===== config.mk =====
export PLATFORM = sky130hd
export DESIGN_NAME = trial_decode_ctrl
export DESIGN_NICKNAME = d
export VERILOG_FILES = /design/src/rtl/trial_pkg.sv /design/src/rtl/trial_fail_scan.sv /design/src/rtl/trial_odometer.sv /design/src/rtl/trial_sel_map.sv /design/src/rtl/trial_decode_ctrl.sv
export SDC_FILE = /design/constraint.sdc
export NUM_CORES = 1
export LEC_CHECK = 0
export CAP_MARGIN = 20
export CORE_MARGIN = 2
export CORE_UTILIZATION = 40
export DETAILED_ROUTE_END_ITERATION = 16
export GPL_TIMING_DRIVEN = 1
export HOLD_SLACK_MARGIN = 0.15
export PLACE_DENSITY = 0.74
export SLEW_MARGIN = 5
export SYNTH_ARGS = -nofsm -noshare
export SYNTH_HDL_FRONTEND = slang
export SYNTH_SLANG_ARGS = --single-unit

===== constraint.sdc =====
create_clock -name clk -period 2.5 [get_ports clk]
set_input_delay 0.5 -clock clk [delete_from_list [all_inputs] [get_ports clk]]
set_output_delay 0.5 -clock clk [all_outputs]
set_load 0.01 [all_outputs]

===== src/rtl/trial_pkg.sv =====
package trial_pkg;
    typedef enum logic [2:0] {
        ST_IDLE,
        ST_SCAN,
        ST_LAUNCH,
        ST_WAIT,
        ST_FINISH
    } trial_state_t;
endpackage


===== src/rtl/trial_fail_scan.sv =====
module trial_fail_scan #(
    parameter int NUM_SEG  = 8,
    parameter int MAX_FAIL = 3,
    localparam int SW = $clog2(NUM_SEG),
    localparam int FW = $clog2(MAX_FAIL + 1)
) (
    input  logic                           clk,
    input  logic                           rst_n,
    input  logic                           load,
    input  logic [NUM_SEG-1:0]             flags,
    output logic [MAX_FAIL-1:0][SW-1:0]    fail_list,
    output logic [FW-1:0]                  nfail,
    output logic                           overflow,
    output logic                           scan_done
);
    logic [NUM_SEG-1:0] flags_q;
    logic [SW-1:0]      idx_q;
    logic               run_q;

    always_ff @(posedge clk or negedge rst_n) begin
        if (!rst_n) begin
            flags_q   <= '0;
            idx_q     <= '0;
            run_q     <= 1'b0;
            nfail     <= '0;
            overflow  <= 1'b0;
            scan_done <= 1'b0;
            fail_list <= '0;
        end else begin
            scan_done <= 1'b0;
            if (load) begin
                flags_q  <= flags;
                idx_q    <= '0;
                run_q    <= 1'b1;
                nfail    <= '0;
                overflow <= 1'b0;
            end else if (run_q) begin
                if (flags_q[idx_q]) begin
                    if (nfail == FW'(MAX_FAIL)) begin
                        overflow <= 1'b1;
                    end else begin
                        fail_list[nfail] <= idx_q;
                        nfail            <= nfail + 1'b1;
                    end
                end
                if (idx_q == SW'(NUM_SEG - 1)) begin
                    run_q     <= 1'b0;
                    scan_done <= 1'b1;
                end else begin
                    idx_q <= idx_q + 1'b1;
                end
            end
        end
    end
endmodule


===== src/rtl/trial_odometer.sv =====
module trial_odometer #(
    parameter int ITER_MAX = 8,
    parameter int MAX_FAIL = 3,
    localparam int IW = $clog2(ITER_MAX),
    localparam int FW = $clog2(MAX_FAIL + 1)
) (
    input  logic                           clk,
    input  logic                           rst_n,
    input  logic                           clear,
    input  logic                           step,
    input  logic [FW-1:0]                  nfail,
    output logic [MAX_FAIL-1:0][IW-1:0]    digits,
    output logic                           last
);
    localparam logic [IW-1:0] TOP = IW'(ITER_MAX - 1);

    logic [MAX_FAIL-1:0][IW-1:0] next_digits;

    always_comb begin
        logic carry;
        carry       = 1'b1;
        last        = 1'b1;
        next_digits = digits;
        for (int i = MAX_FAIL - 1; i >= 0; i--) begin
            if (i < int'(nfail)) begin
                if (digits[i] != TOP) last = 1'b0;
                if (carry) begin
                    if (digits[i] == TOP) begin
                        next_digits[i] = '0;
                    end else begin
                        next_digits[i] = digits[i] + 1'b1;
                        carry          = 1'b0;
                    end
                end
            end
        end
    end

    always_ff @(posedge clk or negedge rst_n) begin
        if (!rst_n)     digits <= '0;
        else if (clear) digits <= '0;
        else if (step)  digits <= next_digits;
    end
endmodule


===== src/rtl/trial_sel_map.sv =====
module trial_sel_map #(
    parameter int NUM_SEG  = 8,
    parameter int ITER_MAX = 8,
    parameter int MAX_FAIL = 3,
    localparam int IW = $clog2(ITER_MAX),
    localparam int SW = $clog2(NUM_SEG),
    localparam int FW = $clog2(MAX_FAIL + 1)
) (
    input  logic [MAX_FAIL-1:0][SW-1:0]    fail_list,
    input  logic [FW-1:0]                  nfail,
    input  logic [MAX_FAIL-1:0][IW-1:0]    digits,
    output logic [NUM_SEG*IW-1:0]          sel_iter
);
    for (genvar s = 0; s < NUM_SEG; s++) begin : g_seg
        always_comb begin
            sel_iter[s*IW +: IW] = IW'(ITER_MAX - 1);
            for (int k = 0; k < MAX_FAIL; k++) begin
                if (k < int'(nfail) && fail_list[k] == SW'(s))
                    sel_iter[s*IW +: IW] = digits[k];
            end
        end
    end
endmodule


===== src/rtl/trial_decode_ctrl.sv =====
module trial_decode_ctrl
    import trial_pkg::*;
#(
    parameter int NUM_SEG  = 8,
    parameter int ITER_MAX = 8,
    parameter int MAX_FAIL = 3
) (
    input  logic                                        clk,
    input  logic                                        rst_n,
    input  logic                                        sector_start,
    input  logic [NUM_SEG-1:0]                          seg_fail,
    output logic [NUM_SEG*$clog2(ITER_MAX)-1:0]         sel_iter,
    output logic                                        outer_start,
    input  logic                                        outer_done,
    input  logic                                        outer_ok,
    output logic                                        sector_done,
    output logic                                        sector_ok,
    output logic [$clog2(ITER_MAX)*MAX_FAIL:0]          attempts,
    output logic                                        busy
);
    localparam int IW = $clog2(ITER_MAX);
    localparam int SW = $clog2(NUM_SEG);
    localparam int FW = $clog2(MAX_FAIL + 1);
    localparam int AW = IW * MAX_FAIL + 1;

    trial_state_t state_q, state_d;

    logic [MAX_FAIL-1:0][SW-1:0] fail_list;
    logic [MAX_FAIL-1:0][IW-1:0] digits;
    logic [FW-1:0]               nfail;
    logic                        overflow, scan_done, last;
    logic                        scan_load, odo_step;

    trial_fail_scan #(.NUM_SEG(NUM_SEG), .MAX_FAIL(MAX_FAIL)) u_scan (
        .clk(clk), .rst_n(rst_n), .load(scan_load), .flags(seg_fail),
        .fail_list(fail_list), .nfail(nfail), .overflow(overflow),
        .scan_done(scan_done)
    );

    trial_odometer #(.ITER_MAX(ITER_MAX), .MAX_FAIL(MAX_FAIL)) u_odo (
        .clk(clk), .rst_n(rst_n), .clear(scan_load), .step(odo_step),
        .nfail(nfail), .digits(digits), .last(last)
    );

    trial_sel_map #(.NUM_SEG(NUM_SEG), .ITER_MAX(ITER_MAX), .MAX_FAIL(MAX_FAIL)) u_map (
        .fail_list(fail_list), .nfail(nfail), .digits(digits), .sel_iter(sel_iter)
    );

    always_ff @(posedge clk or negedge rst_n) begin
        if (!rst_n) state_q <= ST_IDLE;
        else        state_q <= state_d;
    end

    always_comb begin
        state_d = state_q;
        unique case (state_q)
            ST_IDLE:   if (sector_start) state_d = ST_SCAN;
            ST_SCAN:   if (scan_done)
                           state_d = (overflow || nfail == '0) ? ST_FINISH : ST_LAUNCH;
            ST_LAUNCH: state_d = ST_WAIT;
            ST_WAIT:   if (outer_done)
                           state_d = (outer_ok || last) ? ST_FINISH : ST_LAUNCH;
            ST_FINISH: state_d = ST_IDLE;
            default:   state_d = ST_IDLE;
        endcase
    end

    always_comb begin
        scan_load   = (state_q == ST_IDLE) && sector_start;
        odo_step    = (state_q == ST_WAIT) && outer_done && !outer_ok && !last;
        outer_start = (state_q == ST_LAUNCH);
        sector_done = (state_q == ST_FINISH);
        busy        = (state_q != ST_IDLE);
    end

    always_ff @(posedge clk or negedge rst_n) begin
        if (!rst_n) begin
            sector_ok <= 1'b0;
            attempts  <= '0;
        end else if (scan_load) begin
            sector_ok <= 1'b0;
            attempts  <= '0;
        end else begin
            if (state_q == ST_SCAN && scan_done && !overflow && nfail == '0)
                sector_ok <= 1'b1;
            if (state_q == ST_WAIT && outer_done && outer_ok)
                sector_ok <= 1'b1;
            if (state_q == ST_LAUNCH)
                attempts <= attempts + AW'(1);
        end
    end
endmodule


==> results of run 1 <==
-- Yosys cell counts (2+ instances only) --
master | n | share of area
nand2_1 | 51 | 0.061
dfrtp_1 | 48 | 0.38
nor2_1 | 34 | 0.041
a21oi_1 | 27 | 0.043
o22ai_1 | 24 | 0.048
o21ai_0 | 23 | 0.037
nand3_1 | 16 | 0.026
clkbuf_1 | 15 | 0.018
ha_1 | 13 | 0.052
nand4_1 | 11 | 0.022
mux2_2 | 10 | 0.036
inv_1 | 9 | 0.011
nor2b_1 | 7 | 0.014
nor3_1 | 7 | 0.011
nand4b_1 | 6 | 0.017
nor3b_1 | 6 | 0.014
nand2b_1 | 5 | 0.010
xnor2_1 | 5 | 0.014
nand4bb_1 | 4 | 0.014
a31oi_1 | 3 | 0.0060
buf_1 | 3 | 0.0036
mux2i_1 | 3 | 0.0096
nand3_2 | 3 | 0.0096
xor2_1 | 3 | 0.0084
a31o_2 | 2 | 0.0056
and2_1 | 2 | 0.0040
and3_1 | 2 | 0.0040
buf_2 | 2 | 0.0032
buf_6 | 2 | 0.0072
or4_1 | 2 | 0.0048
-- cell type report --
type | count | area (um2)
multi-input combinational | 285 | 1870
clock buffer | 5 | 68.8
sequential | 48 | 1200
timing repair buffer | 77 | 658
fill | 693 | 3640
clock inverter | 3 | 46.3
inverter | 9 | 33.8
tap | 102 | 128
-- flip-flops by register name, summed over array words and instances (netlist names) --
| name | flops |
|---|---|
| state_q | 3 |
| sector_ok | 1 |
| u_scan.scan_done | 1 |
| u_odo.digits | 9 |
| u_scan.fail_list | 9 |
| u_scan.run_q | 1 |
| u_scan.idx_q | 3 |
| u_scan.nfail | 2 |
| u_scan.overflow | 1 |
| u_scan.flags_q | 8 |
| attempts | 10 |
-- logic make-up after synthesis --
group / count (synthesis)
AND/OR/NAND/NOR: 164
AO/OA/AOI/OAI: 87
XOR/XNOR: 8
multiplexers: 13
buffers and inverters: 31
flip-flops: 48
adder cells (fa/ha/maj): 13
-- worst max-delay path, delay by kind of cell (launching register included) --
| family | cells | cell delay [ns] |
|---|---|---|
| flip-flops | 1 | 0.41 |
| adder cells (fa/ha/maj) | 1 | 0.20 |
| AND/OR/NAND/NOR | 2 | 0.28 |
| AO/OA/AOI/OAI | 2 | 0.26 |
| buffers and inverters | 3 | 0.47 |
-- final timing paths --
kind / start / endpoint / slack (ns) / cells past startpoint
worst min-delay path: rst_n / attempts[6] / 0.17 / 1
max in group asynchronous: rst_n / u_scan.fail_list[6] / 1.72 / 2
worst min register to register: u_scan.flags_q[4] / u_scan.flags_q[4] / 0.48 / 2
worst max register to register: u_odo.digits[3] / u_odo.digits[3] / 0.29 / 6
worst max-delay path: u_scan.nfail[1] / sel_iter[22] / 0.09 / 8
min in group clk: u_scan.flags_q[4] / u_scan.flags_q[4] / 0.48 / 2
-- metal layers --
metal	track usage	wire length [um]
met1	0.245	3470
met2	0.319	3790
met3	0.0252	269
met4	0.0535	109
met5	0	0
-- power by group through the flow --
stage	Sequential, mW	Clock (mW)	Combinational (mW)
after global routing	1.42	0.623	2.50
after detailed placement	1.36	0	2.30
after global placement	1.35	0	2.24
after floorplan	1.26	0	1.44
after CTS	1.35	0.596	2.21
final	1.36	0.586	2.26
-- what timing repair did --
| item | in CTS | in global routing |
|---|---|---|
| resized for setup | 36 | 36 |
| pin swaps | 6 | 11 |
| setup endpoints to repair | 24 | 24 |
| setup buffers | 0 | 2 |
-- through the flow --
stage	setup WS, ns	hold slack (ns)
5_1_grt	-0.0603	0.206
2_1_floorplan	0.356	0.204
3_3_place_gp	0.0473	0.456
3_5_place_dp	-0.0142	0.464
4_1_cts	0.00879	0.204
6_report	0.0878	0.172
==> out/summary.txt, run 1 <==
status -> completed
Crit Path Category -> reg -> out
clock group share of total power -> 0.139
ant diodes -> 0
Yosys warning total -> 0
initial antenna violation count -> 0
row cnt -> 32
Net Sw Frac -> 0.418
Setup Viol. Count Final -> 0
Synth Flop Type -> dfrtp_1
Post-Synth Simple-Gate Area -> 0.280
fin crit period -> 2.41 ns
post-layout power -> 4.20 mW
synthesized instance count -> 364
number of synthesized flops with an enable pin -> 0
WP data required -> 2.00 ns
Iteration-0 DRC Markers -> 135
Num CTS Buffers -> 5
P_int -> 2.44 mW
Nets -> 452
peak supply drop -> 0.426 mV
post-route ant nets -> 0
maximum clock path buffer count -> 2
Post-synth ARST share -> 1.00
vias in the first global route -> 2768
CP Capture Type -> output pin
Compound-Gate Fraction of Synth Area -> 0.175
most frequent cells in the layout -> 51 x nand2_1, 47 x dfrtp_1, 33 x nor2_1
mean post-synth cell area -> 8.62 um2
max_cap viols -> 0
Worst Tran Pin Value -> 0.585 ns
Global Route Usage Sum -> 0.186
Max Fclk -> 415 MHz
area delta synth->final -> 27.5%
clk sink count -> 48
Skew-Pair Late Insertion Delay -> 0.31 ns
hold_buf cts -> 0
Routed WL -> 7.63 mm
xor/xnor share of the synthesized area -> 0.0223
NetSw -> 1.76 mW
normalized max-slew margin -> 0.610
Placed Area -> 0.00385 mm2
post-synth cell types -> 46
CP Cell Sequence -> inv_1 > ha_2 > nor2b_1 > buf_4 > nand4_1 > o22ai_1 > a21oi_1 > clkdlybuf4s15_1
unrepaired setup endpoints after global routing -> true
Core ar. -> 0.00765 mm2
multiplexer share of the synthesized area -> 0.0454
first-pass GRT wire length -> 13.1 mm
DIE HEIGHT -> 92.6 um
Critical Path Max Stage Delay -> 0.41 ns
initial core utilization -> 0.411
Setup Skew -> 0.0114 ns
Final Instance Area -> 0.00400 mm2
Worst EP arrival -> 1.91 ns
largest family of logic cells by synthesized area -> simple AND/OR/NAND/NOR gates
CTS H-tree lvls -> 2
part of the power in registers -> 0.324
Final HPWL DP -> 5.48 mm
Layout Utilization -> 0.523
worst-path maximum fanout -> 4
Yosys reg bits -> 48
sequential area share after synthesis -> 0.383
Post-Place Cells -> 519
Gate power share -> 0.537
Synth Cell Area -> 0.00314 mm2
Tcrit/Tclk final -> 0.965
total gr overflow -> 0
number of buffer cells added on primary ports -> 50
most common cell after layout, fill and taps aside -> nand2_1
Final TNS setup -> 0 ns
CP Launch Type -> flip-flop
Tightest Hold Check Type -> in -> async
CP max-delay cell -> dfrtp_1
DR DRC count -> 0
Via density -> 5.49
share of post-route cells with drive strength above 1 -> 0.197
global placer's final weighted congestion -> 0.858
Via Count -> 2904
Cell Pwr Density -> 1050 mW/mm2
fin cells -> 529
clock root cell -> clkbuf_8
WL per Instance -> 14.4 um
CTS tree -> done
Die ar. -> 0.00857 mm2
Top Ports -> 51
largest net degree at the start of global routing -> 34
CTS clk-pin slew, worst paths -> 0.10 ns
adder-cell area share of the yosys netlist -> 0.0518
TritonRoute pass-1 iters -> 4
static leakage -> 1.72 nW
max-slew violations -> 0
Hold Vio Cnt, Final -> 0
Syn Nets -> 390
chip width -> 92.6 um
No activity file was read; power rests on OpenSTA's default activity.
==> run 2, diff against run 1 <==
--- a/config.mk
+++ b/config.mk
@@ -8,11 +8,11 @@
 export CAP_MARGIN = 20
 export CORE_MARGIN = 2
 export CORE_UTILIZATION = 40
+export CTS_CLUSTER_DIAMETER = 30
 export DETAILED_ROUTE_END_ITERATION = 16
 export GPL_TIMING_DRIVEN = 1
 export HOLD_SLACK_MARGIN = 0.15
 export PLACE_DENSITY = 0.74
-export SLEW_MARGIN = 5
 export SYNTH_ARGS = -nofsm -noshare
 export SYNTH_HDL_FRONTEND = slang
 export SYNTH_SLANG_ARGS = --single-unit
==> results of run 2 <==
The final DEF is identical to that of run 1; final timing and power are the same.
==> run 3, diff against run 2 <==
--- a/config.mk
+++ b/config.mk
@@ -7,12 +7,12 @@
 export LEC_CHECK = 0
 export CAP_MARGIN = 20
 export CORE_MARGIN = 2
-export CORE_UTILIZATION = 40
+export CORE_UTILIZATION = 35
 export CTS_CLUSTER_DIAMETER = 30
 export DETAILED_ROUTE_END_ITERATION = 16
 export GPL_TIMING_DRIVEN = 1
 export HOLD_SLACK_MARGIN = 0.15
-export PLACE_DENSITY = 0.74
+export PLACE_DENSITY = 0.67
 export SYNTH_ARGS = -nofsm -noshare
 export SYNTH_HDL_FRONTEND = slang
 export SYNTH_SLANG_ARGS = --single-unit
==> run 3 against run 2 <==
Total power up 2.1%; largest cell class unchanged; routed wire length up 4.6%; sequential share of layout area down 0.47 points; critical path type unchanged; first-iteration DRC count down 6.7%; global-route usage down 1.9 points; cell area up 1.5%; sequential cell count unchanged.
==> out/summary.txt, run 3 (synthesis results as in run 1) <==
status -> completed
WL per Instance -> 14.9 um
clock root cell -> clkbuf_8
Placed Area -> 0.00387 mm2
peak supply drop -> 0.485 mV
clk sink count -> 48
Hold Vio Cnt, Final -> 0
CP Launch Type -> flip-flop
met2 WL post-DR -> 3.85 mm
DIE HEIGHT -> 98.7 um
max_cap viols -> 0
Core ar. -> 0.00872 mm2
fillers -> 862
Setup Skew -> 0.00612 ns
CTS tree -> done
Cell Pwr Density -> 1060 mW/mm2
Nets -> 453
CP startpoint -> u_scan.nfail[1]
largest net degree at the start of global routing -> 34
CTS H-tree lvls -> 2
row cnt -> 34
area delta synth->final -> 29.4%
post-route ant nets -> 0
Num CTS Buffers -> 5
initial core utilization -> 0.360
share of post-route cells with drive strength above 1 -> 0.187
most common cell after layout, fill and taps aside -> nand2_1
Routed WL -> 7.99 mm
Tcrit/Tclk final -> 0.963
Top Ports -> 51
WL met3 -> 350 um
Die ar. -> 0.00974 mm2
Top reg by flops -> attempts
highest metal used -> met4
TritonRoute pass-1 iters -> 4
Max Fclk -> 415 MHz
WP data required -> 2.00 ns
DR DRC count -> 0
Worst Tran Pin Value -> 0.573 ns
Worst EP arrival -> 1.91 ns
chip width -> 98.7 um
global placer's final weighted congestion -> 0.850
Tightest Hold Check Type -> in -> async
Skew-Pair Late Insertion Delay -> 0.30 ns
initial antenna violation count -> 0
Top Registers -> attempts (10), u_odo.digits (9), u_scan.fail_list (9)
static leakage -> 1.74 nW
hold_buf cts -> 0
CP Capture Type -> output pin
total gr overflow -> 0
M1 WL -> 3.59 mm
most frequent cells in the layout -> 51 x nand2_1, 48 x dfrtp_1, 34 x nor2_1
ant diodes -> 0
worst-path maximum fanout -> 4
fin crit period -> 2.41 ns
Reg-to-Reg Start -> u_odo.digits[0]
maximum clock path buffer count -> 2
post-layout power -> 4.29 mW
Setup Viol. Count Final -> 0
unrepaired setup endpoints after global routing -> true
first-pass GRT wire length -> 13.6 mm
CTS clk-pin slew, worst paths -> 0.09 ns
normalized max-slew margin -> 0.618
vias in the first global route -> 2885
Global Route Usage Sum -> 0.167
Via Count -> 2941
flip-flop count of the largest register after layout -> 10
Final HPWL DP -> 5.62 mm
number of buffer cells added on primary ports -> 50
Final Instance Area -> 0.00406 mm2
Via density -> 5.49
Crit Path Category -> reg -> out
Iteration-0 DRC Markers -> 126
Final TNS setup -> 0 ns
max-slew violations -> 0
-- run 3: changes by cell type in the layout (fill, tap and decap cells not counted), sizes merged --
cell	before	now
dlygate4sd2	6	11
clkdlybuf4s15	10	7
buf	28	29
clkinvlp	1	0
inv	10	9
-- run 3: path summary, 6_finish.rpt --
| path | to | slack [ns] | cells past startpoint |
|---|---|---|---|
| max | sel_iter[1] | 0.09 | 6 |
| min | u_scan.flags_q[2] | 0.18 | 1 |
| max reg2reg | u_odo.digits[3] | 0.26 | 6 |
| min reg2reg | u_scan.flags_q[5] | 0.48 | 2 |
| max in group asynchronous | u_odo.digits[7] | 1.78 | 2 |
| min in group clk | u_scan.flags_q[5] | 0.48 | 2 |
-- run 3: layer usage --
| metal | GRT usage | vias up |
|---|---|---|
| li1 | - | 1443 |
| met1 | 0.220 | 1406 |
| met2 | 0.278 | 76 |
| met3 | 0.0312 | 16 |
| met4 | 0.0537 | 0 |
| met5 | 0 | - |
-- run 3: per-stage QoR --
stage,utilization,setup slack (ns),hold WS [ns],instances
floorplan,-,0.356,0.204,364
global placement,0.443,0.0325,0.457,523
detailed placement,0.443,-0.0188,0.462,523
CTS,0.458,0.00355,0.194,533
global route,0.466,-0.0165,0.212,536
finish,0.466,0.0918,0.181,536
-- run 3: worst max-delay path, cell delays in order (launching register included) --
cell and delay (ns):
dfrtp_1 0.39, buf_4 0.13, or4b_4 0.46, buf_4 0.16, o22ai_1 0.15, o21ai_1 0.08, clkdlybuf4s15_1 0.23
-- run 3: power by group --
part | internal (mW) | switching [mW] | total (mW)
Sequential | 1.04 | 0.316 | 1.35
Clock | 0.353 | 0.267 | 0.621
Combinational | 1.13 | 1.19 | 2.31
Total | 2.52 | 1.77 | 4.29
-- run 3: timing repair --
item                       CTS  global route
resized for setup           29            37
buffers inserted             2             3
setup endpoints to repair   24            24
pin swaps                    0             9
-- run 3: area by class of cell --
class / count / area, um2 / area share
timing repair buffer: 78 / 688 / 0.169
clock inverter: 1 / 30.0 / 0.00739
tap: 108 / 135 / 0.0333
clock buffer: 7 / 96.3 / 0.0237
inverter: 9 / 33.8 / 0.00832
sequential: 48 / 1200 / 0.296
multi-input combinational: 285 / 1880 / 0.462
